===== src/rtl/tctx_pkg.sv =====
package tctx_pkg;
    typedef enum logic [1:0] {
        XT_NONE = 2'd0,
        XT_POOL = 2'd1,
        XT_PHYS = 2'd2,
        XT_LSI  = 2'd3
    } exc_kind_e;

    typedef enum logic {
        ST_IDLE = 1'b0,
        ST_RESP = 1'b1
    } mmio_state_e;

    localparam int RING_OS   = 0;
    localparam int RING_POOL = 1;
    localparam int RING_PHYS = 2;
endpackage


===== src/rtl/tctx_prio_enc.sv =====
module tctx_prio_enc #(
    parameter int NPRIO = 8,
    parameter int PW    = 8
) (
    input  logic [NPRIO-1:0] pend_set,
    output logic [PW-1:0]    lowest
);
    always_comb begin
        lowest = '1;
        for (int i = NPRIO - 1; i >= 0; i--) begin
            if (pend_set[i]) lowest = PW'(i);
        end
    end
endmodule


===== src/rtl/tctx_ring.sv =====
module tctx_ring #(
    parameter int NPRIO = 8,
    parameter int PW    = 8,
    parameter int CNT_W = 8,
    localparam int IW   = $clog2(NPRIO)
) (
    input  logic             clk,
    input  logic             rst_n,
    input  logic             lim_we,
    input  logic [PW-1:0]    lim_wd,
    input  logic             set_we,
    input  logic [NPRIO-1:0] set_wd,
    input  logic             post,
    input  logic [IW-1:0]    post_prio,
    input  logic             ack,
    input  logic             gate,
    output logic [PW-1:0]    limit,
    output logic [NPRIO-1:0] pend_set,
    output logic [PW-1:0]    top_prio,
    output logic [CNT_W-1:0] ack_cnt,
    output logic             raise
);
    logic [NPRIO-1:0] set_next;

    tctx_prio_enc #(.NPRIO(NPRIO), .PW(PW)) u_enc (
        .pend_set (pend_set),
        .lowest   (top_prio)
    );

    assign raise = gate && (top_prio < limit);

    always_comb begin
        set_next = set_we ? set_wd : pend_set;
        if (ack) set_next[top_prio[IW-1:0]] = 1'b0;
        if (post) set_next[post_prio] = 1'b1;
    end

    always_ff @(posedge clk) begin
        if (!rst_n) begin
            limit    <= '0;
            pend_set <= '0;
            ack_cnt  <= '0;
        end else begin
            pend_set <= set_next;
            if (ack) begin
                limit   <= top_prio;
                ack_cnt <= ack_cnt + 1'b1;
            end else if (lim_we) begin
                limit <= lim_wd;
            end
        end
    end

    // an acknowledge only ever retires a raised ring
    p_ack_raised_r5: assert property (@(posedge clk) disable iff (!rst_n)
        ack |-> raise);
    // each acknowledge advances the counter by one
    p_ackcnt_step_r6: assert property (@(posedge clk) disable iff (!rst_n)
        ack |=> ack_cnt == CNT_W'($past(ack_cnt) + 1'b1));
    // limit is held unless written or acknowledged
    p_limit_hold_r7: assert property (@(posedge clk) disable iff (!rst_n)
        (!lim_we && !ack) |=> $stable(limit));
    // empty pending set reports the idle code
    p_empty_idle_r3: assert property (@(posedge clk) disable iff (!rst_n)
        (pend_set == '0) |-> (top_prio == '1));
endmodule


===== src/rtl/tctx_top.sv =====
module tctx_top #(
    parameter int NPRIO  = 8,
    parameter int PW     = 8,
    parameter int CNT_W  = 8,
    parameter int ADDR_W = 12,
    parameter int DATA_W = 32,
    localparam int NRING = 3,
    localparam int IW    = $clog2(NPRIO)
) (
    input  logic              clk,
    input  logic              rst_n,
    input  logic              req_valid,
    input  logic              req_write,
    input  logic [ADDR_W-1:0] req_addr,
    input  logic [DATA_W-1:0] req_wdata,
    input  logic              req_own,
    output logic              req_ready,
    output logic              rsp_valid,
    output logic [DATA_W-1:0] rsp_data,
    input  logic              post_valid,
    input  logic [1:0]        post_ring,
    input  logic [IW-1:0]     post_prio,
    output logic [NRING-1:0]  exc_o
);
    import tctx_pkg::*;

    localparam logic [ADDR_W-1:0] A_ACK  = ADDR_W'(12'h800);
    localparam logic [ADDR_W-1:0] A_PULL = ADDR_W'(12'h828);
    localparam logic [ADDR_W-1:0] A_POOL = ADDR_W'(12'h028);

    mmio_state_e state_q, state_d;
    logic        acc, rd_acc, wr_acc;
    logic        ring_hit;
    logic [1:0]  ring_idx;
    logic [3:0]  boff;
    logic [DATA_W-1:0] pool_word;
    logic [DATA_W-1:0] rd_mux;

    logic [PW-1:0]    limit_v  [NRING];
    logic [NPRIO-1:0] pend_v   [NRING];
    logic [PW-1:0]    top_v    [NRING];
    logic [CNT_W-1:0] cnt_v    [NRING];
    logic [NRING-1:0] raise_v;
    logic [NRING-1:0] ack_v;
    logic             is_ack, is_pull;

    assign acc    = req_valid && (state_q == ST_IDLE);
    assign rd_acc = acc && !req_write;
    assign wr_acc = acc && req_write;

    assign ring_hit = (req_addr[ADDR_W-1:6] == '0) && (req_addr[5:4] != 2'd0)
                      && (req_addr[3] == 1'b0);
    assign ring_idx = req_addr[5:4] - 2'd1;
    assign boff     = req_addr[3:0];
    assign is_ack   = rd_acc && (req_addr == A_ACK);
    assign is_pull  = rd_acc && (req_addr == A_PULL);

    // Acknowledge arbitration: physical before pool
    assign ack_v[RING_OS]   = 1'b0;
    assign ack_v[RING_PHYS] = is_ack && raise_v[RING_PHYS];
    assign ack_v[RING_POOL] = is_ack && !raise_v[RING_PHYS] && raise_v[RING_POOL];

    for (genvar r = 0; r < NRING; r++) begin : g_ring
        logic sel;
        assign sel = wr_acc && ring_hit && (ring_idx == 2'(r));
        tctx_ring #(.NPRIO(NPRIO), .PW(PW), .CNT_W(CNT_W)) u_ring (
            .clk       (clk),
            .rst_n     (rst_n),
            .lim_we    (sel && (boff == 4'd1) && req_own),
            .lim_wd    (req_wdata[PW-1:0]),
            .set_we    (sel && (boff == 4'd2)),
            .set_wd    (req_wdata[NPRIO-1:0]),
            .post      (post_valid && (post_ring == 2'(r))),
            .post_prio (post_prio),
            .ack       (ack_v[r]),
            .gate      ((r == RING_POOL) ? pool_word[DATA_W-1] : 1'b1),
            .limit     (limit_v[r]),
            .pend_set  (pend_v[r]),
            .top_prio  (top_v[r]),
            .ack_cnt   (cnt_v[r]),
            .raise     (raise_v[r])
        );
    end

    assign exc_o = raise_v;

    // Read data selection
    always_comb begin
        rd_mux = '0;
        if (req_addr == A_ACK) begin
            if (raise_v[RING_PHYS])
                rd_mux[15:0] = {XT_PHYS, 6'd0, top_v[RING_PHYS]};
            else if (raise_v[RING_POOL])
                rd_mux[15:0] = {XT_POOL, 6'd0, top_v[RING_POOL]};
            else
                rd_mux[15:0] = {XT_NONE, 6'd0, limit_v[RING_PHYS]};
        end else if (req_addr == A_PULL || req_addr == A_POOL) begin
            rd_mux = pool_word;
        end else if (ring_hit) begin
            unique case (boff)
                4'd0: rd_mux[7:0] = raise_v[ring_idx] ?
                          ((ring_idx == 2'(RING_POOL)) ? 8'h40 : 8'h80) : 8'h00;
                4'd1: rd_mux[PW-1:0]    = limit_v[ring_idx];
                4'd2: rd_mux[NPRIO-1:0] = pend_v[ring_idx];
                4'd4: rd_mux[CNT_W-1:0] = cnt_v[ring_idx];
                4'd7: rd_mux[PW-1:0]    = top_v[ring_idx];
                default: rd_mux = '0;
            endcase
        end
    end

    // Pool context word
    always_ff @(posedge clk) begin
        if (!rst_n) begin
            pool_word <= '0;
        end else if (wr_acc && req_addr == A_POOL) begin
            pool_word <= req_wdata;
        end else if (is_pull) begin
            pool_word[DATA_W-1] <= 1'b0;
        end
    end

    // State register
    always_ff @(posedge clk) begin
        if (!rst_n) state_q <= ST_IDLE;
        else        state_q <= state_d;
    end

    always_comb begin
        state_d = state_q;
        unique case (state_q)
            ST_IDLE: if (rd_acc) state_d = ST_RESP;   // IDLE_TO_RESP
            ST_RESP: state_d = ST_IDLE;               // RESP_TO_IDLE
            default: state_d = ST_IDLE;
        endcase
    end

    // Outputs
    always_comb begin
        req_ready = (state_q == ST_IDLE);
        rsp_valid = (state_q == ST_RESP);
    end

    always_ff @(posedge clk) begin
        if (!rst_n)      rsp_data <= '0;
        else if (rd_acc) rsp_data <= rd_mux;
    end

    // a response lasts exactly one cycle
    p_rsp_single_r2: assert property (@(posedge clk) disable iff (!rst_n)
        rsp_valid |=> !rsp_valid);
    // port refuses requests while responding
    p_ready_low_r2: assert property (@(posedge clk) disable iff (!rst_n)
        rsp_valid |-> !req_ready);
    // pool line needs a valid context
    p_pool_gate_r4: assert property (@(posedge clk) disable iff (!rst_n)
        !pool_word[DATA_W-1] |-> !exc_o[RING_POOL]);
    // a pull leaves the context invalid
    p_pull_clears_r8: assert property (@(posedge clk) disable iff (!rst_n)
        is_pull |=> !pool_word[DATA_W-1]);
    // at most one ring is acknowledged at a time
    p_ack_single_r5: assert property (@(posedge clk) disable iff (!rst_n)
        $onehot0(ack_v));
endmodule


===== config.mk =====
export PLATFORM = sky130hd
export DESIGN_NAME = tctx_top
export DESIGN_NICKNAME = d
export VERILOG_FILES = /design/src/rtl/tctx_pkg.sv /design/src/rtl/tctx_prio_enc.sv /design/src/rtl/tctx_ring.sv /design/src/rtl/tctx_top.sv
export SDC_FILE = /design/constraint.sdc
export NUM_CORES = 1
export LEC_CHECK = 0
export BUFFER_PORTS_ARGS = -buffer_cell sky130_fd_sc_hd__buf_2
export CORE_MARGIN = 1
export CORE_UTILIZATION = 30
export DETAILED_ROUTE_END_ITERATION = 6
export GPL_TIMING_DRIVEN = 0
export HOLD_SLACK_MARGIN = 0.02
export PLACE_DENSITY = 0.49
export RECOVER_POWER = 100
export SYNTH_ARGS = -nofsm -noshare
export SYNTH_HDL_FRONTEND = slang
export SYNTH_SLANG_ARGS = --single-unit

===== constraint.sdc =====
create_clock -name clk -period 3.7 [get_ports clk]
set_clock_uncertainty 0.05 [all_clocks]
set_input_delay 0.74 -clock clk [delete_from_list [all_inputs] [get_ports clk]]
set_output_delay 0.74 -clock clk [all_outputs]
set_load 0.01 [all_outputs]

==> out/metrics.cfg, run 1 <==
[critical_path]
critPathMaxStageDelay_ps = 550
crit_type = reg2out
reg2reg_from = g_ring[2].u_ring.pend_set[0]
critPathArrivalTime_ps = 3000
critPathCaptureType = primary output
rr_endpoint = rsp_data[2]
reg2regPathDepth = 14
slowest_stage = or4_4
path_cells = or4_4 > nor4b_4 > buf_6 > ha_4 > nand4_1 > nor4_2 > a21o_1 > nor2_4 > buf_6 > buf_6
crit_fanout = 7
critPathLaunchType = register
cp_common_cell = buf_6
crit_start = g_ring[2].u_ring.pend_set[0]
r2r_slack_ps = 120
crit_end = exc_o[2]
required_ps = 2910

[hold_path]
worstHoldPathType = reg2reg

[timing]
rsz0062_at_grt = yes
setup_viol = 1
fin_crit_ps = 3790
finalHoldViolCount = 0
max_freq_mhz = 264
layout_setup_ws_ps = -88.7
setup_tns_ps = -88.7
final_max_slew_viol_count = 0
worst_pin_slew_ps = 990
timing.slew.headroom = 0.339
fin_crit_sh = 1.02

[routing]
detail_route.wirelength_um = 26600
avgRoutedWirePerCell_um = 19.5
routed-via-count = 7246
first_pass_iters = 7
route.detailed.drc = 0
avgViaCountPerCell = 5.32
ant_nets = 0
drt-initial-drc-count = 573

[yosys]
async_reset_ff_frac = 0
synth.largest_area_cell = dfxtp_1
synth_nets = 988
ys_top_cells_by_area = dfxtp_1 36%, nand2_1 8.3%, a21oi_1 7.6%, mux2i_1 5.7%, ha_1 4.7%
synthFlopType = dfxtp_1
postSynthCellCount = 906
yosys-top-cells-count = 160 x nand2_1, 129 x dfxtp_1, 110 x a21oi_1
yosysSeqAreaShare = 0.359
yosysMostFrequentCell = nand2_1
synth_cell_types = 71
yosys.area.top_type_share = 0.359
ys_ff_latch = 129
yosysWarnings = 0
avgSynthCellArea_sq_um = 7.95
synth_edf_count = 0
netlist_area_sq_um = 7200

[die]
fp.dieW_um = 157
rows = 56
dieArea_sq_um = 24600
die_y_um = 157
start_util = 0.307
core_sq_um = 23500
io_pins = 92

[grt]
grt_pass1_wl_um = 40500
grt_use_total = 0.222
antenna_found_initial = 1
grt-ovfl-total = 0
grt_max_degree = 17
grt_pass1_vias = 6799

[finish]
nets = 1113
layout-drive-gt1-share = 0.177
final_area_sq_um = 8980
antennaDiodeCount = 0
synthToLayoutAreaGrowth_pct = 24.8
fin_cells = 1363
postLayoutCoreUtil = 0.383

[placement]
dp_hpwl_um = 19300
io_buffers = 90
dpl.cell_count = 1315
place_congestion = 0.874
dpl_cell_area_sq_um = 8050

[power]
p_per_area_nw_per_um2 = 390
worst_ir_drop_vdd_mv = 0.249
p_total_w = 0.00351
leakagePower_nw = 3.19

[clock_tree]
cts_buffers = 17
cts.sinks = 129
cts_root_buf = clkbuf_16
clkTransAtPathRegs_ps = 70
cts_tree = yes
clk_latency_ps = 430
clockBufferDepth = 2
ctsHtreeMaxLevel = 4

[outcome]
failed_checks = negative setup slack
status = finished, violations left

[run]
drv_cap = 0

-- cell type report --
| class | instances | area (sq um) |
|---|---|---|
| Inverter | 38 | 143 |
| Clock inverter | 15 | 184 |
| Multi-Input combinational cell | 678 | 4420 |
| Fill cell | 2487 | 14500 |
| Timing Repair Buffer | 109 | 571 |
| Sequential cell | 129 | 2590 |
| Tap cell | 319 | 399 |
| Buffer | 58 | 254 |
| Clock buffer | 17 | 425 |
-- logic make-up after synthesis --
family / synth area share
multiplexers: 0.0680
XOR/XNOR: 0.0122
buffers and inverters: 0.0563
AND/OR/NAND/NOR: 0.261
flip-flops: 0.359
adder cells (fa/ha/maj): 0.0469
AO/OA/AOI/OAI: 0.197
-- critical path: cells and delay by family (launching register included) --
kind,cells,cell delay [ps]
AOI/OAI and AO/OA,1,240
adders and majority gates,1,160
DFF,1,340
buffers and inverters,3,410
and+or+nand+nor,5,1430
-- per-stage QoR --
| step | hold slack [ps] | worst slack (ps) |
|---|---|---|
| floorplan | 377 | 38.7 |
| global placement | 386 | -643 |
| detailed placement | 392 | -682 |
| CTS | 402 | -149 |
| global route | 414 | -209 |
| finish | 401 | -88.7 |
-- worst min-delay path by stage --
stage / startpoint / slack [ps] / cells after the start / end
finish: pool_word[5] / 400 / 2 / pool_word[5]
global placement: pool_word[3] / 390 / 2 / pool_word[3]
detailed placement: pool_word[5] / 390 / 2 / pool_word[5]
CTS: pool_word[5] / 400 / 2 / pool_word[5]
global route: pool_word[19] / 410 / 2 / pool_word[19]
floorplan: pool_word[0] / 380 / 2 / pool_word[0]
-- layer usage --
layer	GRT usage	part of all wire	wire, um	vias to the layer above
met5	0	0.00049	13	-
met4	0.0962	0.034	913	2
met3	0.0545	0.066	1750	52
met2	0.324	0.42	11300	234
met1	0.309	0.48	12700	3438
li1	-	-	-	3520
-- layout by cell type (no fill, tap or decap), types with 7 or more instances in the layout --
cell type,count
inv_1,37
clkbuf_16,17
buf_4,18
o21ai_0,15
nor3_1,14
a21oi_1,107
nand4_1,8
mux2i_1,41
nor4_1,8
clkbuf_1,73
nor2_1,41
and2_1,7
o22ai_1,18
a31oi_1,18
dfxtp_1,124
o21a_1,9
ha_1,22
buf_2,64
nand2_1,160
nand2b_1,8
nand3_1,42
mux2_2,7
nand3b_1,7
-- state kept, by name (all words and copies together), names as in the netlist --
name / count
g_ring.u_ring.pend_set: 24
pool_word: 32
rsp_data: 32
rsp_valid: 1
g_ring.u_ring.ack_cnt: 16
g_ring.u_ring.limit: 24
-- timing repair --
| item | in CTS | in global routing |
|---|---|---|
| cloned | 0 | 1 |
| gates resized for setup | 21 | 36 |
| pin swaps | 11 | 17 |
| endpoints found under the setup margin | 55 | 86 |
| hold buffers | 0 | 0 |
| buffers inserted | 15 | 3 |
-- report_power, final --
part	switching, W	total, W	internal (W)
clock	0.000747	0.00177	0.00103
sequential	0.00000703	0.00140	0.00139
combinational	0.000216	0.000336	0.000120
No activity file was read; power rests on OpenSTA's default activity.
==> run 2, diff against run 1 <==
- RECOVER_POWER: 100 -> not set
==> out/metrics.cfg, run 2 (synthesis results as in run 1) <==
[outcome]
status = finished, violations left
failed_checks = negative setup slack

[grt]
antenna_found_initial = 1
grt.met3_usage = 0.0545
grt_use_total = 0.222
met2_usage = 0.324
grt_pass1_vias = 6799
grt_max_degree = 17
met1_usage = 0.309
grt_pass1_wl_um = 40500
grt-ovfl-total = 0
gr-max-usage-layer = met2

[timing]
timing.slew.headroom = 0.350
max_freq_mhz = 264
fin_crit_sh = 1.02
rsz0062_at_grt = yes
holdWs_ps = 401
layout_setup_ws_ps = -85.9
final_max_slew_viol_count = 0
setup_viol = 1
finalHoldViolCount = 0
fin_crit_ps = 3790
worst_pin_slew_ps = 973

[critical_path]
r2r_slack_ps = 130
required_ps = 2910
critPathCaptureType = primary output
crit_type = reg2out
critPathArrivalTime_ps = 3000
critPathLaunchType = register
crit_fanout = 7

[power]
power_frac_comb = 0.096
p_sw_w = 0.000973
switching_share = 0.277
p_clk_frac = 0.505
internal_power_w = 0.00254
seqPwrFrac = 0.399
worst_ir_drop_vdd_mv = 0.251
leakagePower_nw = 3.34
p_per_area_nw_per_um2 = 389

[routing]
avgViaCountPerCell = 5.31
first_pass_iters = 5
routed-via-count = 7231
route.detailed.drc = 0
avgRoutedWirePerCell_um = 19.6
ant_nets = 0
detail_route.wirelength_um = 26700
drt-initial-drc-count = 569

[placement]
io_buffers = 90
place_congestion = 0.874
dpl.cell_count = 1315
place_worst_setup_slack_ps = -682
dp_hpwl_um = 19300

[die]
rows = 56
fp.dieW_um = 157
dieArea_sq_um = 24600
die_y_um = 157
io_pins = 92
start_util = 0.307
core_sq_um = 23500

[clock_tree]
clockBufferDepth = 2
cts.sinks = 129
clkTransAtPathRegs_ps = 70
cts-hold-fix-buffers = 0
cts_root_buf = clkbuf_16
clk_latency_ps = 430
ctsHtreeMaxLevel = 4
cts_tree = yes
cts_buffers = 17

[finish]
layout_common_cells = 160 x nand2_1, 124 x dfxtp_1, 107 x a21oi_1, 98 x buf_2, 42 x nand3_1
nets = 1113
reg_top3 = pool_word x32, rsp_data x32
antennaDiodeCount = 0
synthToLayoutAreaGrowth_pct = 25.5
postLayoutCoreUtil = 0.385
layout-drive-gt1-share = 0.212
mostFrequentLayoutCell = nand2_1
fin_cells = 1363

[run]
drv_cap = 0

[hold_path]
worstHoldPathType = reg2reg

==> run 2: area by class of cell <==
class | count | area, sq um
multi-input cells | 678 | 4420
repair buffers | 109 | 613
flip-flops and latches | 129 | 2590
plain buffers | 58 | 255
inverters | 38 | 143
well taps | 319 | 399
clock buffers | 17 | 425
clock inverters | 15 | 184
fillers | 2474 | 14400
==> run 2: through the flow <==
stage	setup TNS (ps)	instance area, sq um	total power [W]
2_1_floorplan	0	7200	0.00160
3_3_place_gp	-22360	8050	0.00172
3_5_place_dp	-23930	8050	0.00172
4_1_cts	-149	8860	0.00352
5_1_grt	-242	9030	0.00363
6_report	-85.9	9030	0.00351
==> run 2: path summary, 6_finish.rpt <==
| path | to | start | depth (start not counted) |
|---|---|---|---|
| setup / recovery | exc_o[2] | g_ring[2].u_ring.pend_set[0] | 10 |
| setup reg to reg | rsp_data[2] | g_ring[2].u_ring.pend_set[0] | 14 |
| hold reg to reg | pool_word[5] | pool_word[5] | 2 |
| hold / removal | pool_word[5] | pool_word[5] | 2 |
==> run 2: critical path: stages, from the launching register on <==
cell and delay, ps:
dfxtp_2 340, or4_4 550, nor4b_4 240, buf_6 190, ha_4 160, nand4_1 200
nor4_2 370, a21o_1 240, nor2_4 70, buf_6 110, buf_6 110
==> run 2: repair_timing <==
item                                    in CTS  in global routing
endpoints found under the setup margin      55                 86
gates cloned                                 0                  1
resized for setup                           21                 36
pin swaps                                   11                 17
setup buffers                               15                  3
==> run 2: metal layers <==
| layer | up-vias | wire length [um] |
|---|---|---|
| li1 | 3520 | - |
| met1 | 3441 | 12800 |
| met2 | 225 | 11300 |
| met3 | 43 | 1690 |
| met4 | 2 | 856 |
| met5 | - | 13 |
==> run 2: power groups by stage <==
stage | clock [W] | combinational, W | sequential, W
floorplan | 0 | 0.000167 | 0.00143
finish | 0.00177 | 0.000337 | 0.00140
global placement | 0 | 0.000291 | 0.00143
detailed placement | 0 | 0.000291 | 0.00143
global route | 0.00187 | 0.000365 | 0.00140
CTS | 0.00180 | 0.000318 | 0.00140
